<file path="src/rtl/crs_pkg.sv">
// Package: shared types of the card reset sequencer.
// Assumes: nothing beyond IEEE 1800-2017.
package crs_pkg;
    typedef enum logic [1:0] {
        SQ_IDLE    = 2'd0,  // contacts inactive
        SQ_PHASE_A = 2'd1,  // clock running, counting from clock enable
        SQ_PHASE_B = 2'd2,  // reset released, counting from reset rise
        SQ_ACTIVE  = 2'd3   // valid response received
    } seq_state_t;
endpackage

</file>
<file path="src/rtl/crs_tick_gen.sv">
// Module: card clock tick strobe. It pulses once every DIV ticks of the
// system clock while run_i is high and restarts from zero whenever
// run_i is low.
// Assumes: DIV >= 2.
module crs_tick_gen #(
    parameter int DIV = 8
) (
    input  logic clk,
    input  logic rst_n,
    input  logic run_i,
    output logic tick_o
);
    localparam int DW = (DIV > 2) ? $clog2(DIV) : 1;
    localparam logic [DW-1:0] LAST = DW'(DIV - 1);

    logic [DW-1:0] div_q;

    // Purpose: divide the system clock down to card clock ticks.
    always_ff @(posedge clk) begin
        if (!rst_n || !run_i)  div_q <= '0;
        else if (div_q == LAST) div_q <= '0;
        else                    div_q <= div_q + 1'b1;
    end

    assign tick_o = run_i && (div_q == LAST);
endmodule

</file>
<file path="src/rtl/crs_rx_edge.sv">
// Module: two-flop synchronizer for the card receive line, followed by a
// falling-edge detector.
// Assumes: the line idles high, so reset values are 1.
module crs_rx_edge (
    input  logic clk,
    input  logic rst_n,
    input  logic rx_i,
    output logic fall_o
);
    logic meta_q, sync_q, prev_q;

    // Purpose: resynchronize rx_i and keep one cycle of history.
    always_ff @(posedge clk) begin
        if (!rst_n) begin
            meta_q <= 1'b1;
            sync_q <= 1'b1;
            prev_q <= 1'b1;
        end else begin
            meta_q <= rx_i;
            sync_q <= meta_q;
            prev_q <= sync_q;
        end
    end

    assign fall_o = prev_q && !sync_q;
endmodule

</file>
<file path="src/rtl/crs_ref_counter.sv">
// Module: card-cycle counter relative to the current time reference.
// Clear has priority; otherwise the counter advances on each tick.
// Assumes: the controller leaves each phase before the counter wraps.
module crs_ref_counter #(
    parameter int W = 16
) (
    input  logic         clk,
    input  logic         rst_n,
    input  logic         clear_i,
    input  logic         tick_i,
    output logic [W-1:0] count_o
);
    // Purpose: count card ticks since the last reference.
    always_ff @(posedge clk) begin
        if (!rst_n || clear_i) count_o <= '0;
        else if (tick_i)       count_o <= count_o + 1'b1;
    end
endmodule

</file>
<file path="src/rtl/card_rst_seq.sv">
// Module: top of the smart card cold-reset sequencer. It runs the
// activation phases for self-resetting cards and for cards with an
// active-low reset pin, and classifies the first response as valid,
// early or missing.
// Assumes: DATA_TICKS < WIN_MIN <= WIN_MAX, and LOW_TICKS >= 1.
module card_rst_seq #(
    parameter int DIV_RATIO  = 8,
    parameter int DATA_TICKS = 200,
    parameter int WIN_MIN    = 400,
    parameter int WIN_MAX    = 40000,
    parameter int LOW_TICKS  = 40000
) (
    input  logic clk,
    input  logic rst_n,
    input  logic start_i,
    input  logic deact_i,
    input  logic mode_i,
    input  logic rx_i,
    output logic clk_en_o,
    output logic data_o,
    output logic rst_pin_o,
    output logic answer_o,
    output logic timeout_o,
    output logic early_o
);
    import crs_pkg::*;

    localparam int TOP = (WIN_MAX > LOW_TICKS) ? WIN_MAX : LOW_TICKS;
    localparam int CW  = $clog2(TOP + 2);
    localparam logic [CW-1:0] DATA_C = CW'(DATA_TICKS);
    localparam logic [CW-1:0] MIN_C  = CW'(WIN_MIN);
    localparam logic [CW-1:0] MAX_C  = CW'(WIN_MAX);
    localparam logic [CW-1:0] LOW_C  = CW'(LOW_TICKS - 1);

    seq_state_t    state_q, state_d;
    logic          mode_q;
    logic          tick, fall, cnt_clear, release_rst;
    logic          set_early, set_tout;
    logic [CW-1:0] cnt;

    crs_tick_gen #(.DIV(DIV_RATIO)) u_tick (
        .clk(clk), .rst_n(rst_n), .run_i(state_q != SQ_IDLE), .tick_o(tick)
    );

    crs_rx_edge u_rx (
        .clk(clk), .rst_n(rst_n), .rx_i(rx_i), .fall_o(fall)
    );

    crs_ref_counter #(.W(CW)) u_cnt (
        .clk(clk), .rst_n(rst_n), .clear_i(cnt_clear), .tick_i(tick), .count_o(cnt)
    );

    assign release_rst = (state_q == SQ_PHASE_A) && mode_q && tick && (cnt == LOW_C);
    assign cnt_clear   = (state_q == SQ_IDLE) || release_rst;

    // Purpose: choose the next phase and the error outcome of this cycle.
    always_comb begin
        state_d   = state_q;
        set_early = 1'b0;
        set_tout  = 1'b0;
        unique case (state_q)
            SQ_IDLE: if (start_i) state_d = SQ_PHASE_A;
            SQ_PHASE_A, SQ_PHASE_B: begin
                if (deact_i) begin
                    state_d = SQ_IDLE;
                end else if (state_q == SQ_PHASE_A && mode_q) begin
                    if (release_rst) state_d = SQ_PHASE_B;
                end else if (fall) begin
                    if (cnt < MIN_C) begin
                        set_early = 1'b1;
                        state_d   = SQ_IDLE;
                    end else begin
                        state_d = SQ_ACTIVE;
                    end
                end else if (tick && cnt == MAX_C) begin
                    set_tout = 1'b1;
                    state_d  = SQ_IDLE;
                end
            end
            SQ_ACTIVE: if (deact_i) state_d = SQ_IDLE;
            default:   state_d = SQ_IDLE;
        endcase
    end

    // Purpose: hold the phase register and the latched card style.
    always_ff @(posedge clk) begin
        if (!rst_n) begin
            state_q <= SQ_IDLE;
            mode_q  <= 1'b0;
        end else begin
            state_q <= state_d;
            if (state_q == SQ_IDLE && start_i) mode_q <= mode_i;
        end
    end

    // Purpose: sticky error flags, cleared by a new start.
    always_ff @(posedge clk) begin
        if (!rst_n) begin
            timeout_o <= 1'b0;
            early_o   <= 1'b0;
        end else if (state_q == SQ_IDLE && start_i) begin
            timeout_o <= 1'b0;
            early_o   <= 1'b0;
        end else begin
            if (set_tout)  timeout_o <= 1'b1;
            if (set_early) early_o   <= 1'b1;
        end
    end

    // Purpose: decode the contact levels from the phase.
    always_comb begin
        clk_en_o  = (state_q != SQ_IDLE);
        answer_o  = (state_q == SQ_ACTIVE);
        rst_pin_o = (state_q == SQ_PHASE_B) || (state_q == SQ_ACTIVE && mode_q);
        data_o    = (state_q == SQ_PHASE_B) || (state_q == SQ_ACTIVE) ||
                    (state_q == SQ_PHASE_A && cnt >= DATA_C);
    end
endmodule

</file>
<file path="config.mk">
export PLATFORM = sky130hd
export DESIGN_NAME = card_rst_seq
export DESIGN_NICKNAME = d
export VERILOG_FILES = /design/src/rtl/crs_pkg.sv /design/src/rtl/crs_tick_gen.sv /design/src/rtl/crs_rx_edge.sv /design/src/rtl/crs_ref_counter.sv /design/src/rtl/card_rst_seq.sv
export SDC_FILE = /design/constraint.sdc
export NUM_CORES = 1
export LEC_CHECK = 0
export CAP_MARGIN = 10
export CORE_UTILIZATION = 50
export DETAILED_ROUTE_END_ITERATION = 10
export PLACE_DENSITY = 0.72
export SLEW_MARGIN = 25
export SYNTH_ARGS = -nofsm -noshare
export SYNTH_HDL_FRONTEND = slang
export SYNTH_SLANG_ARGS = --single-unit
</file>
<file path="constraint.sdc">
create_clock -name clk -period 1.7 [get_ports clk]
set_input_delay 0.51 -clock clk [delete_from_list [all_inputs] [get_ports clk]]
set_output_delay 0.51 -clock clk [all_outputs]
set_load 0.005 [all_outputs]
</file>
==> Yosys cells after proc, flatten, opt, wreduce, memory -nomap -nowiden <==
Cells that the tools add are included.
{ "word_totals": {"regBits": 27, "output_inout_bits": 6, "wordCells": 67} }
{ "op_classes": {"addsub": 2, "magnitude_cmp": 2, "eq_ne": 10, "muxes": 19, "bitwise": 1, "reduce_logical": 24} }
{ "ops": {"columns": ["operator", "count"], "rows": [
  ["16-bit equality test (second input constant)", 2],
  ["16-bit by 1-bit adder with 16-bit output (second input constant)", 1],
  ["16-bit by 8-bit >= comparator with 1-bit output (second input constant)", 1],
  ["16-bit by 9-bit < comparator with 1-bit output (second input constant)", 1],
  ["2-bit 2-to-1 mux", 8],
  ["1-bit 2-to-1 mux", 10],
  ["1-bit logical AND", 9],
  ["1-bit logical OR", 6],
  ["2-bit case mux with 3 select lines", 1],
  ["2-bit OR reduction", 3],
  ["5-bit != test (second input constant)", 1],
  ["2-bit equality test (second input constant)", 2],
  ["2-bit != test (second input constant)", 2],
  ["4-bit != test (second input constant)", 1],
  ["4-bit AND reduction", 1],
  ["3-bit by 1-bit adder with 3-bit output (second input constant)", 1],
  ["3-bit equality test (second input constant)", 1],
  ["1-bit logical NOT", 3],
  ["2-bit by 1-bit equality test with 1-bit output (second input constant)", 1],
  ["2-bit logical NOT", 1],
  ["2-bit nonzero test", 1],
  ["1-bit NOT", 1]
]} }

==> Logic depth before layout (Yosys ltp) <==
{ "logic_depth": {"depth_word": 8, "mapped_depth": 9} }

==> Hierarchy <==
A second synthesis with hierarchy kept.
{ "hier_totals": {"cells_unflattened": 157, "hier_area_um2": 1400.1} }
{ "modules_own_cells": {"columns": ["module", "n_inst", "cells_each", "area_each_um2", "seq_area_each_um2"], "rows": [
  ["crs_ref_counter", 1, 79, 720.7, 320.3],
  ["card_rst_seq", 1, 62, 466.7, 100.1],
  ["crs_tick_gen", 1, 9, 127.6, 60.1],
  ["crs_rx_edge", 1, 7, 85.1, 60.1]
]} }

==> Worst setup path after synthesis <==
Ideal clock, no wire load.
{ "synth_timing": {"kind": "reg2reg", "from": "register u_tick.div_q[0]", "to": "register u_cnt.count_o[12]", "t_arrival_ns": 1.783, "required_ns": 1.585, "setup_slack_ns": -0.198, "path_stages_with_launch": 10, "n_path_buf": 2, "synth_period_minus_slack_ns": 1.898, "cell_sequence": "dfxtp_1 > ha_1 > ha_1 > nor2b_1 > buf_2 > nand3_1 > or4_4 > nand3_4 > buf_8 > nor2_1"} }
{ "synth_between": {"elab_chain_cells": 6} }
{ "synth_rtl": {"columns": ["item", "line", "text"], "rows": [
  ["start, declared", "crs_tick_gen.sv:16", "logic [DW-1:0] div_q;"],
  ["start signal, assigned", "crs_tick_gen.sv:22", "else div_q <= div_q + 1'b1;"],
  ["3-bit equality test *", "crs_tick_gen.sv:25", "assign tick_o = run_i && (div_q == LAST);"],
  ["1-bit logical AND *", "crs_tick_gen.sv:25", null],
  ["1-bit logical AND (2 in series)", "card_rst_seq.sv:53", "assign release_rst = (state_q == SQ_PHASE_A) && mode_q && tick && (cnt == LOW_C);"],
  ["1-bit logical OR", "card_rst_seq.sv:54", "assign cnt_clear = (state_q == SQ_IDLE) || release_rst;"],
  ["1-bit logical OR", "crs_ref_counter.sv:15", "if (!rst_n || clear_i) count_o <= '0;"],
  ["end signal, assigned", "crs_ref_counter.sv:16", "else if (tick_i) count_o <= count_o + 1'b1;"],
  ["end, declared", "crs_ref_counter.sv:11", "output logic [W-1:0] count_o"]
]} }
Mark *: on every way between the ends. The rest lies on a longest branch, timed or not.
A chain may end at the register's enable or synchronous reset.

==> Final worst setup path <==
{ "layout_timing": {"from": "register u_cnt.count_o[12]", "to": "output data_o"} }
{ "layout_between": {"elab_chain_cells": 3} }
{ "layout_rtl": {"columns": ["item", "line", "text"], "rows": [
  ["16-bit by 8-bit >= comparator with 1-bit output", "card_rst_seq.sv:116", "(state_q == SQ_PHASE_A && cnt >= DATA_C);"],
  ["1-bit logical AND", "card_rst_seq.sv:116", null],
  ["1-bit logical OR", "card_rst_seq.sv:115", "data_o = (state_q == SQ_PHASE_B) || (state_q == SQ_ACTIVE) ||"],
  ["end, declared", "card_rst_seq.sv:20", "output logic data_o,"]
]} }
No other way between the ends.

==> impl_metrics.env <==
export IMPL_combPwrFrac=0.245
export IMPL_rrSetupSlack_ns=-0.13
export IMPL_cp_max_fo=3
export IMPL_synth_xor_area_frac=0.0976
export IMPL_worstSetupPathType="flip-flop to primary output"
export IMPL_seq_area_frac_synth=0.401
export IMPL_dp_cells=226
export IMPL_power_density_nw_per_um2=619
export IMPL_dp_hpwl_mm=2.24
export IMPL_grt_max_degree=15
export IMPL_cts_made_buffers=3
export IMPL_finalPower_mw=1.25
export IMPL_intPower_mw=0.888
export IMPL_dr_pass1_iters=4
export IMPL_rsz0062_at_grt="yes"
export IMPL_clkPwrFrac=0.224
export IMPL_final_core_util=0.806
export IMPL_std_cell_rows=18
export IMPL_cts_hold_buffers=0
export IMPL_io_pins=12
export IMPL_crit_arrival_ns=1.58
export IMPL_cts_sinks=27
export IMPL_synth_top_family_by_area="simple AND/OR/NAND/NOR gates"
export IMPL_die_x_um=53.9
export IMPL_clock_latency_ns=0.33
export IMPL_antenna_found_initial=0
export IMPL_routabilityCongestion=0.869
export IMPL_hold_path_end="u_rx.sync_q$_SDFF_PN1_"
export IMPL_die_area_um2=2900
export IMPL_status="complete, but fails checks"
export IMPL_dpl_cell_area_um2=1770
export IMPL_antenna_cells=0
export IMPL_ff2ff_path_depth=7
export IMPL_syn_inst=155
export IMPL_vias=1249
export IMPL_ir_worst_vdd_v=0.000500
export IMPL_most_common_layout_cells="buf_4, nand2_1, dfxtp_1, nor2_1, nor2_2"
export IMPL_worst_slack_ns=-0.395
export IMPL_max_stage_delay_ns=0.37
export IMPL_post_drt_wl_per_cell_um=15.5
export IMPL_final_antenna_net_count=0
export IMPL_layout_commonest_cell="buf_4"
export IMPL_overflow=0
export IMPL_die_y_um=53.9
export IMPL_areaGrowthSynthToFinish_pct=49.7
export IMPL_required_ns=1.19
export IMPL_io_buffers=11
export IMPL_setup_viol=21
export IMPL_cts_path_max_buffers=2
export IMPL_synth_simple_area_share=0.307
export IMPL_achievable_frequency_mhz=477
export IMPL_stdcell_count=234
export IMPL_drc=0
export IMPL_grt_use_total=0.244
export IMPL_maxSlewViolCount=0
export IMPL_p_leak_nw=0.806
export IMPL_synth_adder_area_share=0.0743
export IMPL_clk_pin_slew_worst_paths_ns=0.13
export IMPL_cts_tree="yes"
export IMPL_p_sw_mw=0.360
export IMPL_synth_area_um2=1350
export IMPL_worst_pin_slew_ns=0.464
export IMPL_maxSlewHeadroom=0.690
export IMPL_postLayoutCellArea_um2=2020
export IMPL_min_path_cells=1
export IMPL_fin_crit_sh=1.23
export IMPL_nNetsFinal=219
export IMPL_root_buffer="clkbuf_4"
export IMPL_p_seq_frac=0.531
export IMPL_max_cap_violations=0
export IMPL_crit_path_top_delay_cell="dfxtp_2"
export IMPL_fill_cells=153
export IMPL_synth_seq_cells=27
export IMPL_synth_fp_nets=169
export IMPL_hold_path_class="flip-flop to flip-flop"
export IMPL_regToRegEndpoint="u_cnt.count_o[0]$_SDFFE_PP0N_"
export IMPL_start_util=0.539
export IMPL_cp_start_kind="flip-flop"
export IMPL_routed_wl_mm=3.63
export IMPL_grt_pass1_wl_mm=4.92
export IMPL_core_um2=2500
export IMPL_drive_gt1_frac=0.441
export IMPL_yosysWarnings=0
export IMPL_worstPathCellList="nor4_4, nand2_1, nor2_1, o21ai_1, a211o_1, buf_2"
export IMPL_rr_startpoint="u_tick.div_q[1]$_SDFF_PP0_"
export IMPL_synth_mux_area_frac=0.0149
export IMPL_violations="setup timing"
export IMPL_grt_pass1_vias=1193
export IMPL_hp_start="u_rx.meta_q$_SDFF_PN1_"
export IMPL_synth_compound_area_frac=0.0678
export IMPL_sw_frac_of_total=0.289
export IMPL_finalHoldViolations=0
export IMPL_cts_max_level=1
export IMPL_clock_skew_final_ns=0.0132
export IMPL_dr_first_iter_drc_count=20
export IMPL_critPathCaptureType="primary output"
export IMPL_synth_cell_type_count=35
export IMPL_via_per_inst=5.34
export IMPL_finalCriticalPeriod_ns=2.09
export IMPL_avgSynthCellArea_um2=8.69
[routing by layer]
layer / wire [um] / track usage
met1: 1540 / 0.283
met2: 1960 / 0.434
met3: 76 / 0.0254
met4: 49 / 0.127
met5: 0 / 0
[critical path: cells and delay by family, from the launching register on]
family / cells / cell delay [ns]
and+or+nand+nor: 3 / 0.46
buffers and inverters: 1 / 0.12
DFF: 1 / 0.37
AOI/OAI and AO/OA: 2 / 0.33
[synthesized netlist by cell type, drive strengths merged]
library cell | count | share of area
nor2 | 28 | 0.078
dfxtp | 27 | 0.40
nand2 | 19 | 0.053
xor2 | 9 | 0.059
ha | 8 | 0.074
inv | 6 | 0.017
nand3 | 6 | 0.032
nor3 | 6 | 0.031
xnor2 | 6 | 0.039
nand4 | 5 | 0.028
a21oi | 4 | 0.015
nand2b | 4 | 0.019
and2 | 3 | 0.014
and3 | 2 | 0.010
and4 | 2 | 0.013
buf | 2 | 0.015
clkbuf | 2 | 0.0056
mux2i | 2 | 0.015
nor2b | 2 | 0.0093
o21ai | 2 | 0.0074
a211o | 1 | 0.0065
a21o | 1 | 0.0056
a41oi | 1 | 0.0065
and4b | 1 | 0.0074
nor4 | 1 | 0.0046
o211a | 1 | 0.0074
o221ai | 1 | 0.0065
o32ai | 1 | 0.0065
o41ai | 1 | 0.0065
or4 | 1 | 0.0084
[repair_timing]
action / 4_1_cts / 5_1_grt
cloned: 1 / 0
gates resized for setup: 41 / 29
pin swaps: 20 / 9
buffers inserted: 3 / 1
endpoints found under the setup margin: 23 / 26
[flip-flops by register name, indices dropped and copies added (netlist names)]
signal         count
u_rx.sync_q        1
mode_q             1
u_tick.div_q       3
u_rx.meta_q        1
u_rx.prev_q        1
u_cnt.count_o     16
state_q            2
early_o            1
timeout_o          1
[cells by family (layout without fill, tap and decap cells)]
| logic type | Yosys count | count (layout) |
|---|---|---|
| AOI/OAI and AO/OA | 13 | 13 |
| xor gates and xnor gates | 15 | 15 |
| adders and majority gates | 8 | 8 |
| buffers and inverters | 10 | 58 |
| DFF | 27 | 27 |
| muxes | 2 | 2 |
| and+or+nand+nor | 80 | 81 |
[worst max path at each step]
stage	start	endpoint	slack [ns]	cells after the start
2_1_floorplan	u_tick.div_q[1]$_SDFF_PP0_	u_cnt.count_o[12]$_SDFFE_PP0N_	-0.11	9
3_3_place_gp	u_cnt.count_o[11]$_SDFFE_PP0N_	data_o	-0.52	6
3_5_place_dp	u_cnt.count_o[11]$_SDFFE_PP0N_	data_o	-0.53	6
4_1_cts	u_cnt.count_o[11]$_SDFFE_PP0N_	data_o	-0.43	6
5_1_grt	u_cnt.count_o[12]$_SDFFE_PP0N_	data_o	-0.56	6
6_report	u_cnt.count_o[12]$_SDFFE_PP0N_	data_o	-0.39	6
[layout make-up]
cell class	instances	area, um^2	area share
multi-input combinational	119	971	0.482
sequential	27	554	0.275
timing repair buffer	48	402	0.199
tap	30	37.5	0.0186
clock buffer	4	26.3	0.0130
inverter	6	25.0	0.0124
[power groups by stage]
| stage | logic (mW) | clock network (mW) | registers, mW |
|---|---|---|---|
| 3_3_place_gp | 0.199 | 0 | 0.674 |
| 4_1_cts | 0.247 | 0.280 | 0.662 |
| 6_report | 0.306 | 0.280 | 0.662 |
| 3_5_place_dp | 0.204 | 0 | 0.676 |
| 2_1_floorplan | 0.111 | 0 | 0.676 |
| 5_1_grt | 0.320 | 0.304 | 0.664 |
[per-stage QoR]
stage / worst slack, ns / hold WS (ns) / TNS [ns]
floorplan: -0.108 / 0.386 / -1.09
global placement: -0.520 / 0.392 / -3.81
detailed placement: -0.533 / 0.401 / -4.38
CTS: -0.433 / 0.438 / -1.58
global route: -0.564 / 0.456 / -3.35
finish: -0.395 / 0.436 / -1.94
No activity file was read; power rests on OpenSTA's default activity.
